==> config.mk <==
export PLATFORM = sky130hd
export DESIGN_NAME = dwatch_unit
export DESIGN_NICKNAME = d
export VERILOG_FILES = /design/src/rtl/dwatch_pkg.sv /design/src/rtl/dwatch_match.sv /design/src/rtl/dwatch_cause.sv /design/src/rtl/dwatch_unit.sv
export SDC_FILE = /design/constraint.sdc
export NUM_CORES = 1
export LEC_CHECK = 0
export ABC_AREA = 1
export BUFFER_PORTS_ARGS = -buffer_cell sky130_fd_sc_hd__buf_4
export CORE_MARGIN = 1.5
export CORE_UTILIZATION = 50
export CTS_CLUSTER_DIAMETER = 100
export DETAILED_ROUTE_END_ITERATION = 6
export MAX_ROUTING_LAYER = met4
export PLACE_DENSITY = 0.79
export SLEW_MARGIN = 20
export SYNTH_ARGS = -nofsm -noshare
export SYNTH_HDL_FRONTEND = slang
export SYNTH_SLANG_ARGS = --single-unit
==> constraint.sdc <==
create_clock -name clk -period 3.1 [get_ports clk]
set_clock_uncertainty 0.1 [all_clocks]
set_input_delay 0.31 -clock clk [delete_from_list [all_inputs] [get_ports clk]]
set_output_delay 0.31 -clock clk [all_outputs]
set_load 0.01 [all_outputs]
==> src/rtl/dwatch_pkg.sv <==
package dwatch_pkg;
  // Mode field layout, per channel
  localparam int MODE_W = 3;
  localparam int WR_BIT = 1;
  localparam int RD_BIT = 2;
  // Register index map
  localparam int RA_CTRL      = 0;
  localparam int RA_CAUSE     = 1;
  localparam int RA_CH_BASE   = 2;
  localparam int RA_CH_STRIDE = 3;
  localparam int RA_OFS_BLK   = 0;
  localparam int RA_OFS_MHI   = 1;
  localparam int RA_OFS_MLO   = 2;

  function automatic int ch_reg(input int ch, input int ofs);
    return RA_CH_BASE + RA_CH_STRIDE * ch + ofs;
  endfunction
endpackage

==> src/rtl/dwatch_match.sv <==
module dwatch_match #(
  parameter int BLK_W = 29,
  parameter int LANES = 8
) (
  input  logic               wr_ok,
  input  logic               rd_ok,
  input  logic [BLK_W-1:0]   blk_cfg,
  input  logic [LANES*8-1:0] mask,
  input  logic               acc_valid,
  input  logic [BLK_W-1:0]   acc_blk,
  input  logic [LANES-1:0]   acc_be,
  input  logic               acc_write,
  output logic               hit
);
  localparam int MASK_W = LANES * 8;

  logic [LANES-1:0] lane_live;
  logic             dir_ok;

  // Offset 0 sits in the most significant mask byte
  for (genvar i = 0; i < LANES; i++) begin : g_lane
    assign lane_live[i] = acc_be[i] && (mask[MASK_W-1-8*i -: 8] == 8'h00);
  end

  assign dir_ok = acc_write ? wr_ok : rd_ok;
  assign hit    = acc_valid && dir_ok && (acc_blk == blk_cfg) && (|lane_live);
endmodule

==> src/rtl/dwatch_cause.sv <==
module dwatch_cause #(
  parameter  int NUM_IB = 4,
  parameter  int NUM_CH = 2,
  localparam int CW     = NUM_IB + NUM_CH
) (
  input  logic              clk,
  input  logic              rst_n,
  input  logic              wr_en,
  input  logic [CW-1:0]     wr_val,
  input  logic [NUM_CH-1:0] hit,
  output logic [CW-1:0]     cause_q,
  output logic              brk_req
);
  logic [CW-1:0] cause_d;
  logic          cause_en;
  logic          brk_d;

  always_comb begin
    cause_en = wr_en || (|hit);
    cause_d  = (wr_en ? wr_val : cause_q) | {hit, {NUM_IB{1'b0}}};
    brk_d    = |hit;
  end

  always_ff @(posedge clk or negedge rst_n) begin
    if (!rst_n) begin
      cause_q <= '0;
      brk_req <= 1'b0;
    end else begin
      if (cause_en) cause_q <= cause_d;
      brk_req <= brk_d;
    end
  end
endmodule

==> src/rtl/dwatch_unit.sv <==
module dwatch_unit
  import dwatch_pkg::*;
#(
  parameter  int DATA_W = 32,
  parameter  int NUM_CH = 2,
  parameter  int NUM_IB = 4,
  parameter  int RA_W   = 4,
  localparam int LANES  = 2 * DATA_W / 8
) (
  input  logic              clk,
  input  logic              rst_n,
  input  logic              reg_we,
  input  logic [RA_W-1:0]   reg_addr,
  input  logic [DATA_W-1:0] reg_wdata,
  output logic [DATA_W-1:0] reg_rdata,
  input  logic              acc_valid,
  input  logic [DATA_W-1:0] acc_addr,
  input  logic [LANES-1:0]  acc_be,
  input  logic              acc_write,
  output logic              brk_req
);
  localparam int OFS_W  = $clog2(LANES);
  localparam int BLK_W  = DATA_W - OFS_W;
  localparam int CTRL_W = MODE_W * NUM_CH;
  localparam int CW     = NUM_IB + NUM_CH;

  logic [CTRL_W-1:0]             ctrl_q, ctrl_d;
  logic                          ctrl_we;
  logic                          cause_we;
  logic [CW-1:0]                 cause_q;
  logic [NUM_CH-1:0]             hit;
  logic [NUM_CH-1:0][DATA_W-1:0] ch_rd;

  // Shared control register
  always_comb begin
    ctrl_we  = reg_we && (reg_addr == RA_W'(RA_CTRL));
    cause_we = reg_we && (reg_addr == RA_W'(RA_CAUSE));
    ctrl_d   = reg_wdata[CTRL_W-1:0];
  end

  always_ff @(posedge clk or negedge rst_n) begin
    if (!rst_n)       ctrl_q <= '0;
    else if (ctrl_we) ctrl_q <= ctrl_d;
  end

  // Per-channel configuration and comparator
  for (genvar c = 0; c < NUM_CH; c++) begin : g_ch
    localparam int I_BLK = ch_reg(c, RA_OFS_BLK);
    localparam int I_MHI = ch_reg(c, RA_OFS_MHI);
    localparam int I_MLO = ch_reg(c, RA_OFS_MLO);

    logic [BLK_W-1:0]  blk_q;
    logic [DATA_W-1:0] mhi_q, mlo_q;
    logic              we_blk, we_mhi, we_mlo;
    logic [DATA_W-1:0] rd_val;

    always_comb begin
      we_blk = reg_we && (reg_addr == RA_W'(I_BLK));
      we_mhi = reg_we && (reg_addr == RA_W'(I_MHI));
      we_mlo = reg_we && (reg_addr == RA_W'(I_MLO));
    end

    always_ff @(posedge clk or negedge rst_n) begin
      if (!rst_n) begin
        blk_q <= '0;
        mhi_q <= '0;
        mlo_q <= '0;
      end else begin
        if (we_blk) blk_q <= reg_wdata[DATA_W-1:OFS_W];
        if (we_mhi) mhi_q <= reg_wdata;
        if (we_mlo) mlo_q <= reg_wdata;
      end
    end

    always_comb begin
      rd_val = '0;
      if (reg_addr == RA_W'(I_BLK)) rd_val = {blk_q, {OFS_W{1'b0}}};
      if (reg_addr == RA_W'(I_MHI)) rd_val = mhi_q;
      if (reg_addr == RA_W'(I_MLO)) rd_val = mlo_q;
    end
    assign ch_rd[c] = rd_val;

    dwatch_match #(
      .BLK_W (BLK_W),
      .LANES (LANES)
    ) u_match (
      .wr_ok     (ctrl_q[MODE_W*c+WR_BIT]),
      .rd_ok     (ctrl_q[MODE_W*c+RD_BIT]),
      .blk_cfg   (blk_q),
      .mask      ({mhi_q, mlo_q}),
      .acc_valid (acc_valid),
      .acc_blk   (acc_addr[DATA_W-1:OFS_W]),
      .acc_be    (acc_be),
      .acc_write (acc_write),
      .hit       (hit[c])
    );
  end

  dwatch_cause #(
    .NUM_IB (NUM_IB),
    .NUM_CH (NUM_CH)
  ) u_cause (
    .clk     (clk),
    .rst_n   (rst_n),
    .wr_en   (cause_we),
    .wr_val  (reg_wdata[CW-1:0]),
    .hit     (hit),
    .cause_q (cause_q),
    .brk_req (brk_req)
  );

  // Read mux
  always_comb begin
    reg_rdata = '0;
    if (reg_addr == RA_W'(RA_CTRL))  reg_rdata = DATA_W'(ctrl_q);
    if (reg_addr == RA_W'(RA_CAUSE)) reg_rdata = DATA_W'(cause_q);
    for (int c = 0; c < NUM_CH; c++) reg_rdata = reg_rdata | ch_rd[c];
  end
endmodule

After elaboration in Yosys (flattened, before gate mapping)
Index checks and enable logic that the tools add are counted. Widths: inputs -> output; s select.

Register bits: 199. Bits of input ports: 81. Output and inout port bits: 33. Logic and storage cells: 83.

Equality and inequality tests: 9. Multiplexer cells: 11. Bitwise gates (word level): 3. Reductions and logical operators: 51.

Operators by type and width (number): $mux 32 (7); $logic_not 8->1 (16); $or 32x32->32 (2); $eq 29x29->1 (2); $logic_and 1x1->1 (30); $eq 4x3->1 const B (4); $reduce_or 8->1 (2); $mux 6 (2); $eq 4x2->1 const B (2); $or 6x6->6 (1); $eq 4x1->1 const B (1); $logic_not 4->1 (1); $mux 1 (2); $reduce_or 2->1 (1); $logic_or 1x1->1 (1).

Depth between registers and ports, before layout
Depth after elaboration: 6. Depth in mapped cells: 10. Gate-level depth less buffers: 10.

By module
A second synthesis with hierarchy kept.

Cells, all modules: 1590. Area total of the unflattened synthesis: 10918.0 um^2.

Modules (own cells, without submodules): dwatch_unit (instances 1, cells each 1103, area each 8848.5 um^2, seq. area each 4804.6 um^2); dwatch_match (instances 2, cells each 229, area each 904.6 um^2, seq. area each 0.0 um^2); dwatch_cause (instances 1, cells each 29, area each 260.2 um^2, seq. area each 175.2 um^2).

Worst setup path before layout
OpenSTA, ideal clock, no wires.

Path type: input to output. Start: in reg_addr[3]. End: out reg_rdata[8]. Data arrival time: 1115 ps. Required time: 2690 ps. Path slack: 1575 ps. Stages: 8. Buffers on the path: 1. Cells stage by stage: nor2_4 -> nand2_4 -> inv_2 -> buf_2 -> nand2_1 -> o21ai_0 -> a21oi_1 -> nand4_1.

Longest elaborated chain between the ends: 6. Elaborated cells on any way between the ends: 14. Those cells by class: 6 x eq/ne; 6 x mux; 2 x bitwise.

Ends and longest elaborated chain: start, declared (RTL line dwatch_unit.sv:13) `input logic [RA_W-1:0] reg_addr,`; $eq 4x2->1 (RTL line dwatch_unit.sv:77) `if (reg_addr == RA_W'(I_BLK)) rd_val = {blk_q, {OFS_W{1'b0}}};`; $mux 32 (RTL line dwatch_unit.sv:77); $mux 32 (RTL line dwatch_unit.sv:78) `if (reg_addr == RA_W'(I_MHI)) rd_val = mhi_q;`; $mux 32 (RTL line dwatch_unit.sv:79) `if (reg_addr == RA_W'(I_MLO)) rd_val = mlo_q;`; $or 32x32->32 (RTL line dwatch_unit.sv:117) `for (int c = 0; c < NUM_CH; c++) reg_rdata = reg_rdata | ch_rd[c];`; $or 32x32->32 * (RTL line dwatch_unit.sv:117); end, declared (RTL line dwatch_unit.sv:15) `output logic [DATA_W-1:0] reg_rdata,`.

Every way passes the cells marked *; elsewhere a longest branch is shown, timed or not.

Worst setup path after layout
Start: in reg_addr[3]. End: out reg_rdata[16].

The elaborated chain is that of the path after synthesis.

==> results by group <==
Floorplanning
  – Die Span Y: 145 microns
  – Die area: 20900 sq um
  – Width of the die: 145 microns
  – Core Box Area: 19600 sq um
  – Initial Util: 0.512
  – Num ports: 114
  – # rows: 51

Routing
  – Post-route ant nets: 0
  – WL/cell: 17.1 microns
  – Via density: 5.47
  – DR top layer: met4
  – DR WL met2: 13300 microns
  – Via Count: 9394
  – # DRC: 2
  – Met3 Wirelength: 2560 microns
  – Pre-Repair DR Iteration Count: 7
  – Iter 0 DRT Violations: 1005
  – Drt total wl: 29400 microns
  – Wl on met1: 12400 microns

STA
  – Smallest hold slack: 0.0936 ns
  – Final TNS setup: 0 ns
  – Minimum clock period: 2.29 ns
  – Fmax: 0.436 GHz
  – Final setup viols: 0
  – Final Cycle Share: 0.740
  – Least-Margin Pin Slew: 0.771 ns
  – Pins Over Slew Limit: 0
  – RSZ-0062 raised after global routing: false
  – Endpoints failing hold: 0
  – Max-slew headroom: 0.485

Place
  – IO buf count: 110
  – Cells after DPL: 1680
  – GPL Wtd Cong: 0.981
  – HPWL after DPL: 20600 microns

Run
  – Max-Cap Viols: 0

Clock network
  – Hold_buf cts: 5
  – Post-CTS sizing: 0
  – CTS tree: built
  – Clk root buf: clkbuf_16
  – Setup repair bufs after CTS: 0
  – Clk slew on worst S/H paths: 0.07 ns
  – H-tree depth: 4
  – Worst skew pair latency: 0.45 ns
  – Max Buffers Root-to-Sink: 2
  – Total CTS buffers: 17
  – CTS sink cnt: 199

Global route
  – First-pass GRT wire length: 45800 microns
  – Total grt overflow: 0
  – Vias in the first global route: 8615
  – Largest net degree at the start of global routing: 72
  – Initial antenna violation count: 1
  – Total GRT Usage: 0.302

Pwr
  – Leakage: 6.07 nW
  – PD cells: 629 nW/um^2
  – Max VDD drop: 0.394 mV

Finish
  – Share of layout cells above drive strength 1: 0.121
  – Net count, final: 1520
  – Area delta synth->final: 16.3%
  – Non-filler cells, final: 1717

Synth
  – Yosys reg bits: 199
  – Mean Syn Cell Area: 7.46 sq um
  – EDFF count, synth: 0
  – Mapped Nets: 1425
  – Synth area leaders: dfrtp_1 50%, nand2_1 18%, o21ai_1 5.7%
  – Top FF cell, synth: dfrtp_1
  – Yosys cell types: 27
  – Asr flop ratio synth: 1.00
  – Yosys top cell area share: 0.497
  – Cells after Synth: 1344
  – Sequential share of the synthesized area: 0.497
  – Synth Cell Area: 10000 sq um
  – Synth Warn #: 0
  – Synth area leader: dfrtp_1

Setup path
  – CP Capture Type: output pin
  – Max FO, Critical Path: 16
  – Critical path data arrival time: 1.88 ns
  – CP Launch Type: input port
  – Worst EP required: 2.69 ns
  – WS Path Type: in2out

Run status
  – Failing checks: DRC
  – Outcome: complete, but fails checks

Hold path
  – Worst Hold Class: in2reg
[registers in the layout, summed over array words and instances, names as in the netlist]
register and cells:
u_cause.brk_req 1, ctrl_q 6, u_cause.cause_q 6, g_ch.mhi_q 64, g_ch.blk_q 58, g_ch.mlo_q 64
[path summary, 6_finish.rpt]
kind,startpoint,end,slack (ns),cells after the start
setup / recovery,reg_addr[3],reg_rdata[16],0.81,10
hold / removal,reg_wdata[26],g_ch[1].blk_q[23],0.09,3
setup reg to reg,g_ch[1].mlo_q[9],u_cause.brk_req,1.50,7
hold reg to reg,g_ch[0].mhi_q[19],g_ch[0].mhi_q[19],0.39,2
max in group asynchronous,rst_n,g_ch[1].blk_q[24],1.75,3
min in group asynchronous,rst_n,g_ch[0].mhi_q[10],0.36,2
[critical path, stage by stage]
cell,delay (ns)
buf_4,0.12
nor2_4,0.17
nand2_4,0.16
inv_2,0.33
buf_4,0.29
nand2_1,0.09
nand2_1,0.07
a21oi_1,0.04
nand4_1,0.14
buf_4,0.14
[through the flow]
stage | area (sq um) | utilization | total power, mW | setup WS, ns
final | 11700 | 0.595 | 7.34 | 0.806
after global routing | 11700 | 0.595 | 7.73 | 0.763
after CTS | 11700 | 0.595 | 7.33 | 0.811
after detailed placement | 11000 | 0.562 | 5.06 | 0.843
after global placement | 11000 | 0.562 | 4.98 | 0.855
after floorplan | 10000 | - | 4.44 | 1.57
[layer usage]
layer	vias to the layer above	global-route usage
met1	4385	0.399
met5	-	-
met3	73	0.0606
met2	445	0.455
met4	0	0.129
li1	4491	-
[cells in the final DEF, fill, tap and decap left out, types with 5 or more instances in the layout]
master / instances
buf_4: 122
nand3_1: 5
clkinv_2: 5
nand2_2: 5
nand2_1: 487
a221oi_1: 31
clkbuf_16: 17
dfrtp_1: 199
o21ai_1: 115
o21ai_0: 96
nor3_1: 16
nand4_1: 23
o22ai_1: 8
inv_2: 8
inv_1: 136
dlygate4sd3_1: 5
a21oi_1: 23
nor2_1: 123
[where the power goes]
group | total, mW | leakage [nW] | switching (mW) | internal [mW]
clock | 2.28 | 0.291 | 1.00 | 1.28
combinational | 1.48 | 3.26 | 0.887 | 0.594
sequential | 3.57 | 2.52 | 0.445 | 3.13
total | 7.34 | 6.07 | 2.33 | 5.01
[synth_stat cells, types with 3 or more instances]
cell type,number
o22ai_1,8
nor3_1,16
nand2_1,487
a221oi_1,31
nor2_1,123
nand3_1,5
nand2_2,5
nand4_1,23
buf_2,35
buf_6,8
clkbuf_1,8
buf_4,3
nand2_4,3
dfrtp_1,199
inv_1,136
inv_2,8
a21oi_1,23
o21ai_1,115
o21ai_0,96
[logic make-up after synthesis]
kind of cell              count (synthesis)  share of synthesized area
xor gates and xnor gates                  2                    0.00175
buffers and inverters                   199                     0.0860
and+or+nand+nor                         668                      0.264
AOI/OAI and AO/OA                       276                      0.151
DFF                                     199                      0.497
[cell type report]
cell class	count	area, sq um
fill	1788	7930
sequential	199	4980
multi-input combinational	946	4180
timing repair buffer	130	1020
inverter	145	544
clock buffer	18	439
tap	265	332
clock inverter	13	156
antenna	1	2.50
(Power assumes the default switching activity.)
